### config.mk
export PLATFORM = sky130hd
export DESIGN_NAME = mcu_timer_pair
export DESIGN_NICKNAME = d
export VERILOG_FILES = /design/src/rtl/tmr_pkg.sv /design/src/rtl/tmr_gate.sv /design/src/rtl/tmr_flag.sv /design/src/rtl/tmr_chain.sv /design/src/rtl/mcu_timer_pair.sv
export SDC_FILE = /design/constraint.sdc
export NUM_CORES = 1
export LEC_CHECK = 0
export ABC_AREA = 1
export BUFFER_PORTS_ARGS = -buffer_cell sky130_fd_sc_hd__buf_2
export CAP_MARGIN = 40
export CORE_ASPECT_RATIO = 0.75
export CORE_UTILIZATION = 30
export CTS_CLUSTER_SIZE = 14
export DETAILED_ROUTE_END_ITERATION = 12
export PLACE_DENSITY_LB_ADDON = 0.08
export SYNTH_ARGS = -nofsm -noshare
export SYNTH_HDL_FRONTEND = slang
export SYNTH_SLANG_ARGS = --single-unit
### constraint.sdc
create_clock -name clk -period 2.2 [get_ports clk]
set_clock_uncertainty 0.2 [all_clocks]
set_input_delay 0.22 -clock clk [delete_from_list [all_inputs] [get_ports clk]]
set_output_delay 0.22 -clock clk [all_outputs]
set_load 0.01 [all_outputs]
### src/rtl/tmr_pkg.sv
package tmr_pkg;
  localparam int ADR_A_LO  = 0;
  localparam int ADR_A_HI  = 1;
  localparam int ADR_B_LO  = 2;
  localparam int ADR_B_HI  = 3;
  localparam int ADR_A_CTL = 4;
  localparam int ADR_B_CTL = 5;
  localparam int ADR_FLAGS = 6;

  typedef enum logic [1:0] {
    MODE_PRE13   = 2'd0,
    MODE_CNT16   = 2'd1,
    MODE_RELOAD8 = 2'd2,
    MODE_SPLIT   = 2'd3
  } tmr_mode_e;

  // bit 4 source, bit 3 gate, bit 2 run, bits 1:0 mode
  typedef struct packed {
    logic      src_ext;
    logic      gate;
    logic      run;
    tmr_mode_e mode;
  } tmr_ctl_t;

  localparam int CTL_W = $bits(tmr_ctl_t);
endpackage

### src/rtl/tmr_gate.sv
module tmr_gate (
  input  logic cyc_tick,
  input  logic ev,
  input  logic pin,
  input  logic src_ext,
  input  logic gate,
  input  logic run,
  output logic en
);
  logic tick;

  assign tick = src_ext ? ev : cyc_tick;
  assign en   = tick & run & (~gate | pin);
endmodule

### src/rtl/tmr_flag.sv
module tmr_flag (
  input  logic clk,
  input  logic rst,
  input  logic set_i,
  input  logic clr_i,
  output logic flag_q
);
  always_ff @(posedge clk) begin
    if (rst)        flag_q <= 1'b0;
    else if (set_i) flag_q <= 1'b1;
    else if (clr_i) flag_q <= 1'b0;
  end
endmodule

### src/rtl/tmr_chain.sv
module tmr_chain
  import tmr_pkg::*;
#(
  parameter int DW       = 8,
  parameter int PRE_W    = 5,
  parameter bit SPLIT_OK = 1'b1
) (
  input  logic          clk,
  input  logic          rst,
  input  tmr_mode_e     mode,
  input  logic          step_lo,
  input  logic          step_hi,
  input  logic          wr_lo,
  input  logic          wr_hi,
  input  logic [DW-1:0] wdata,
  output logic [DW-1:0] lo_q,
  output logic [DW-1:0] hi_q,
  output logic          wrap_main,
  output logic          wrap_split
);
  localparam logic [DW-1:0] ONES     = '1;
  localparam logic [DW-1:0] PRE_MASK = {{(DW-PRE_W){1'b0}}, {PRE_W{1'b1}}};

  logic [DW-1:0] lo_inc, hi_inc, lo_d, hi_d;
  logic          lo_full, hi_full, pre_carry, chain_go;

  assign lo_inc    = lo_q + 1'b1;
  assign hi_inc    = hi_q + 1'b1;
  assign lo_full   = (lo_q == ONES);
  assign hi_full   = (hi_q == ONES);
  assign pre_carry = (lo_inc > PRE_MASK);
  assign chain_go  = step_lo & ~wr_lo & ~wr_hi;

  always_comb begin
    lo_d       = lo_q;
    hi_d       = hi_q;
    wrap_main  = 1'b0;
    wrap_split = 1'b0;
    case (mode)
      MODE_PRE13: begin
        if (chain_go) begin
          if (pre_carry) begin
            lo_d      = lo_inc & PRE_MASK;
            hi_d      = hi_inc;
            wrap_main = hi_full;
          end else begin
            lo_d = lo_inc;
          end
        end
      end
      MODE_CNT16: begin
        if (chain_go) begin
          lo_d = lo_inc;
          if (lo_full) begin
            hi_d      = hi_inc;
            wrap_main = hi_full;
          end
        end
      end
      MODE_RELOAD8: begin
        if (chain_go) begin
          if (lo_full) begin
            lo_d      = hi_q;
            wrap_main = 1'b1;
          end else begin
            lo_d = lo_inc;
          end
        end
      end
      MODE_SPLIT: begin
        if (SPLIT_OK) begin
          if (step_lo && !wr_lo) begin
            lo_d      = lo_inc;
            wrap_main = lo_full;
          end
          if (step_hi && !wr_hi) begin
            hi_d       = hi_inc;
            wrap_split = hi_full;
          end
        end
      end
      default: ;
    endcase
    if (wr_lo) lo_d = wdata;
    if (wr_hi) hi_d = wdata;
  end

  always_ff @(posedge clk) begin
    if (rst) begin
      lo_q <= '0;
      hi_q <= '0;
    end else begin
      lo_q <= lo_d;
      hi_q <= hi_d;
    end
  end
endmodule

### src/rtl/mcu_timer_pair.sv
module mcu_timer_pair
  import tmr_pkg::*;
#(
  parameter int DW    = 8,
  parameter int PRE_W = 5,
  parameter int AW    = 3
) (
  input  logic          clk,
  input  logic          rst,
  input  logic          cyc_tick,
  input  logic          ev_a,
  input  logic          ev_b,
  input  logic          pin_a,
  input  logic          pin_b,
  input  logic          ack_a,
  input  logic          ack_b,
  input  logic          bus_wr,
  input  logic [AW-1:0] bus_waddr,
  input  logic [DW-1:0] bus_wdata,
  input  logic [AW-1:0] bus_raddr,
  output logic [DW-1:0] bus_rdata,
  output logic          ovf_a,
  output logic          ovf_b
);
  localparam int NUM_TMR = 2;

  tmr_ctl_t             ctl_a, ctl_b;
  logic [DW-1:0]        lo_q [NUM_TMR];
  logic [DW-1:0]        hi_q [NUM_TMR];
  logic [NUM_TMR-1:0]   en, wrap_main, wrap_split, flag_set, flag_q, ack_vec, ev_vec, pin_vec;
  logic                 flag_wr;

  assign ack_vec = {ack_b, ack_a};
  assign ev_vec  = {ev_b, ev_a};
  assign pin_vec = {pin_b, pin_a};
  assign flag_wr = bus_wr && (int'(bus_waddr) == ADR_FLAGS);

  // control registers
  always_ff @(posedge clk) begin
    if (rst) begin
      ctl_a <= '0;
      ctl_b <= '0;
    end else if (bus_wr) begin
      if (int'(bus_waddr) == ADR_A_CTL) ctl_a <= tmr_ctl_t'(bus_wdata[CTL_W-1:0]);
      if (int'(bus_waddr) == ADR_B_CTL) ctl_b <= tmr_ctl_t'(bus_wdata[CTL_W-1:0]);
    end
  end

  // A's split high half reports through B's flag
  assign flag_set[0] = wrap_main[0];
  assign flag_set[1] = (ctl_a.mode == MODE_SPLIT) ? wrap_split[0]
                                                   : (wrap_main[1] | wrap_split[1]);

  for (genvar i = 0; i < NUM_TMR; i++) begin : g_tmr
    localparam bit IS_A = (i == 0);
    tmr_ctl_t c;
    logic     wr_lo, wr_hi, hi_step;

    assign c       = IS_A ? ctl_a : ctl_b;
    assign wr_lo   = bus_wr && (int'(bus_waddr) == 2 * i);
    assign wr_hi   = bus_wr && (int'(bus_waddr) == 2 * i + 1);
    assign hi_step = IS_A ? (cyc_tick & ctl_b.run) : 1'b0;

    tmr_gate u_gate (
      .cyc_tick (cyc_tick),
      .ev       (ev_vec[i]),
      .pin      (pin_vec[i]),
      .src_ext  (c.src_ext),
      .gate     (c.gate),
      .run      (c.run),
      .en       (en[i])
    );

    tmr_chain #(
      .DW       (DW),
      .PRE_W    (PRE_W),
      .SPLIT_OK (IS_A)
    ) u_chain (
      .clk        (clk),
      .rst        (rst),
      .mode       (c.mode),
      .step_lo    (en[i]),
      .step_hi    (hi_step),
      .wr_lo      (wr_lo),
      .wr_hi      (wr_hi),
      .wdata      (bus_wdata),
      .lo_q       (lo_q[i]),
      .hi_q       (hi_q[i]),
      .wrap_main  (wrap_main[i]),
      .wrap_split (wrap_split[i])
    );

    tmr_flag u_flag (
      .clk    (clk),
      .rst    (rst),
      .set_i  (flag_set[i]),
      .clr_i  (ack_vec[i] | (flag_wr & bus_wdata[i])),
      .flag_q (flag_q[i])
    );
  end

  assign ovf_a = flag_q[0];
  assign ovf_b = flag_q[1];

  always_comb begin
    bus_rdata = '0;
    case (int'(bus_raddr))
      ADR_A_LO:  bus_rdata = lo_q[0];
      ADR_A_HI:  bus_rdata = hi_q[0];
      ADR_B_LO:  bus_rdata = lo_q[1];
      ADR_B_HI:  bus_rdata = hi_q[1];
      ADR_A_CTL: bus_rdata[CTL_W-1:0] = ctl_a;
      ADR_B_CTL: bus_rdata[CTL_W-1:0] = ctl_b;
      ADR_FLAGS: bus_rdata[NUM_TMR-1:0] = flag_q;
      default:   bus_rdata = '0;
    endcase
  end
endmodule

==> run metrics <==
mean cell area of the mapped netlist=6.36 um^2; clock network latency to the later pin of the worst-skew pair=0.29 ns; number of rows created at floorplan=33; Worst path top cell family by delay=simple AND/OR/NAND/NOR gates; crit path capture type=flop; router iterations before antenna repair=5; most common flop cell mapped by yosys=sky130_fd_sc_hd__dfxtp_1; antenna-violating nets left=0; largest vdd supply drop=0.263 mV; starting density of the core=0.315; leading cell type in the layout, fill and taps excluded=sky130_fd_sc_hd__nand2_1; post-route DRC violation count=0; depth of the worst register-to-register path=13; HP Class=in -> reg; Critical Path End=g_tmr[0].u_chain.hi_q[5]$_SDFFE_PP0P_; largest driver fanout on the critical path=8; net count reported at finish=642; core footprint=0.0112 mm^2; Total Neg Setup Slack=0 ns; Max Clock Freq=0.482 GHz; I/O pins=34; total number of H-tree levels=2; Buffers on Ports=33; Worst Path Required=2.22 ns; Final Slew Violations=0; Post-Layout Inst Area=0.00420 mm^2; Async SR Flop Fraction=0; delay of the slowest cell on the worst path=0.38 ns; via count of the first global-routing pass=3481; critical path cell sequence=ha_2, nand2_2, nor2_4, nand2_1, nand2_1, nand2_1, nand3_1, nand2_1, nand2_1, nand2_4, nand2_4, nand2_1, a21oi_1; total of max-cap violations=0; maximum buffer depth of the clock tree=2; Area growth syn-to-layout=19.2%; fin crit period=2.07 ns; Wirelength per Cell=17.6 um; post-synthesis register bit count=44; reg2reg end=g_tmr[0].u_chain.hi_q[5]$_SDFFE_PP0P_; endpoints failing setup=0; sum of routed wire length over all layers=13.4 mm; GRT Total Usage=0.226; worst path bufs/invs=0; startpoint of the worst-slack reg-to-reg timing path=g_tmr[0].u_chain.lo_q[0]$_SDFFE_PP0P_; root buffer cell=sky130_fd_sc_hd__clkbuf_16; number of buffers created by CTS=5; Antenna Cells=0; worst hold-check slack=0.0143 ns; share of synthesized area occupied by flip-flops and latches=0.250; leakage power=1.74 nW; unrepaired setup endpoints after global routing=false; worst slew margin relative to its limit=0.620; final cycle utilization of the critical path=0.943; number of sinks driven by the clock tree=44; share of cells above drive strength 1=0.175; fill cell count=1258; reg-to-reg slack, setup=0.13 ns; maximum number of pins on one net before global-route repair=27; Worst path slowest cell=sky130_fd_sc_hd__dfxtp_4; Arr. time, crit path=2.09 ns; vias after detailed routing=3927; commonest cells after routing, fill and taps aside=sky130_fd_sc_hd__nand2_1, sky130_fd_sc_hd__inv_1, sky130_fd_sc_hd__o21ai_0, sky130_fd_sc_hd__nand3_1, sky130_fd_sc_hd__a21oi_1; Setup crit start=g_tmr[0].u_chain.lo_q[0]$_SDFFE_PP0P_; final RePlAce weighted congestion=0.914; final global-route overflow total=0; post-synthesis instance total=553; endpoints failing hold=0; clock-pin slew on the worst setup and hold paths=0.07 ns; die outline area=0.0122 mm^2; count of hold buffers inserted by post-cts repair=0; clock tree from TritonCTS=built; total power divided by cell area=527 mW/mm^2; YS warnings=0; Worst path most repeated cell=sky130_fd_sc_hd__nand2_1; count of different cell masters after synthesis=44; kind of critical path=reg -> reg; DRC marker count from the first detailed-route iteration=414; Die X=127 um; area after detailed placement=0.00395 mm^2; outcome=finished clean; category of the worst setup path launch point=flop; number of antenna violations at the first check in global routing=0; transition time at the pin with the least slew margin=0.567 ns; count of flip-flops with a built-in enable after synthesis=0; die height=95.8 um; area of the mapped netlist=0.00352 mm^2; via/cell ratio=5.16; post-detail-place hpwl=10.5 mm; wire length of the first global-routing pass=20.4 mm; post-synthesis net count=592; logic depth of the worst setup path including buffers=13
==> flip-flops by register name, summed over array words and instances (netlist names) <==
signal,cells
g_tmr.u_chain.hi_q,16
g_tmr.u_chain.lo_q,16
ctl_a,5
ctl_b,5
g_tmr.u_flag.flag_q,2
==> logic make-up after synthesis <==
logic type               Yosys count  synth area share
XOR/XNOR                           3           0.00747
buffers and inverters             96             0.106
flip-flops                        44             0.250
adder cells (fa/ha/maj)           15            0.0533
AND/OR/NAND/NOR                  229             0.308
AO/OA/AOI/OAI                    166             0.274
==> where the power goes <==
group | total (mW) | switching, mW | internal (mW) | leakage [nW]
sequential | 0.874 | 0.0418 | 0.833 | 0.359
clock | 0.919 | 0.349 | 0.570 | 0.0871
combinational | 0.419 | 0.278 | 0.141 | 1.30
==> stage by stage <==
stage	util	power (mW)	setup slack, ns	std cells
3_5_place_dp	0.353	1.29	0.0896	748
6_report	0.375	2.21	0.125	761
3_3_place_gp	0.353	1.29	0.0991	748
5_1_grt	0.375	2.31	0.000421	761
2_1_floorplan	-	1.13	0.376	553
4_1_cts	0.369	2.22	0.0699	756
==> worst min-delay path: stages <==
cell                      delay (ns)
sky130_fd_sc_hd__buf_2          0.08
sky130_fd_sc_hd__nor2_1         0.04
sky130_fd_sc_hd__o31ai_1        0.06
sky130_fd_sc_hd__a21oi_1        0.06
==> cells in the mapped netlist, types with 2 or more instances <==
cell type / instances / area, um^2
sky130_fd_sc_hd__o211ai_1: 5 / 37.5
sky130_fd_sc_hd__xor2_1: 2 / 17.5
sky130_fd_sc_hd__a21oi_1: 45 / 225
sky130_fd_sc_hd__nor2_1: 35 / 131
sky130_fd_sc_hd__or2_2: 2 / 12.5
sky130_fd_sc_hd__ha_1: 15 / 188
sky130_fd_sc_hd__nor3_1: 7 / 35.0
sky130_fd_sc_hd__nor2_4: 4 / 45.0
sky130_fd_sc_hd__o21ai_2: 2 / 17.5
sky130_fd_sc_hd__o31ai_1: 2 / 15.0
sky130_fd_sc_hd__a211oi_1: 2 / 15.0
sky130_fd_sc_hd__clkbuf_1: 8 / 30.0
sky130_fd_sc_hd__inv_2: 2 / 7.51
sky130_fd_sc_hd__o21ai_0: 67 / 335
sky130_fd_sc_hd__nor2_2: 2 / 12.5
sky130_fd_sc_hd__nor3_2: 2 / 20.0
sky130_fd_sc_hd__dfxtp_1: 44 / 881
sky130_fd_sc_hd__o2111ai_1: 2 / 17.5
sky130_fd_sc_hd__a21oi_2: 9 / 78.8
sky130_fd_sc_hd__o22ai_1: 17 / 106
sky130_fd_sc_hd__nand3_2: 2 / 20.0
sky130_fd_sc_hd__nand2_4: 4 / 45.0
sky130_fd_sc_hd__o221ai_1: 5 / 43.8
sky130_fd_sc_hd__nand4_1: 4 / 25.0
sky130_fd_sc_hd__o21bai_1: 2 / 15.0
sky130_fd_sc_hd__nand2_1: 109 / 409
sky130_fd_sc_hd__nand3_1: 48 / 240
sky130_fd_sc_hd__nand2_2: 6 / 37.5
sky130_fd_sc_hd__a31oi_1: 5 / 31.3
sky130_fd_sc_hd__inv_1: 79 / 297
sky130_fd_sc_hd__clkinv_1: 2 / 7.51
==> area by class of cell <==
cell class,count,area [um^2],share of cell area
well taps,157,196,0.0468
inverters,84,317,0.0754
repair buffers,54,323,0.0769
multi-input cells,414,2290,0.547
flip-flops and latches,44,888,0.212
clock inverters,2,38.8,0.00924
clock buffers,6,139,0.0331
==> layer usage <==
| layer | vias to the layer above | global-route usage | part of all wire |
|---|---|---|---|
| li1 | 1974 | - | - |
| met4 | 0 | 0.0347 | 0.0072 |
| met3 | 6 | 0.0339 | 0.063 |
| met2 | 141 | 0.314 | 0.39 |
| met1 | 1806 | 0.359 | 0.54 |
| met5 | - | 0 | 0 |
==> how the worst min path moves through the flow <==
stage / start / end / depth (start not counted)
final: ack_a / g_tmr[0].u_flag.flag_q$_SDFFE_PP0P_ / 4
after global placement: g_tmr[1].u_chain.hi_q[3]$_SDFFE_PP0P_ / g_tmr[1].u_chain.hi_q[3]$_SDFFE_PP0P_ / 2
after detailed placement: g_tmr[1].u_chain.hi_q[3]$_SDFFE_PP0P_ / g_tmr[1].u_chain.hi_q[3]$_SDFFE_PP0P_ / 2
after CTS: ack_a / g_tmr[0].u_flag.flag_q$_SDFFE_PP0P_ / 4
after floorplan: bus_wdata[2] / g_tmr[0].u_chain.lo_q[2]$_SDFFE_PP0P_ / 2
after global routing: ack_a / g_tmr[0].u_flag.flag_q$_SDFFE_PP0P_ / 4
==> timing repair <==
| action | 4_1_cts | 5_1_grt |
|---|---|---|
| gates resized for setup | 0 | 10 |
| buffers inserted | 0 | 4 |
| setup endpoints to repair | 0 | 17 |
Note: power is estimated with default switching activity, not from simulation.
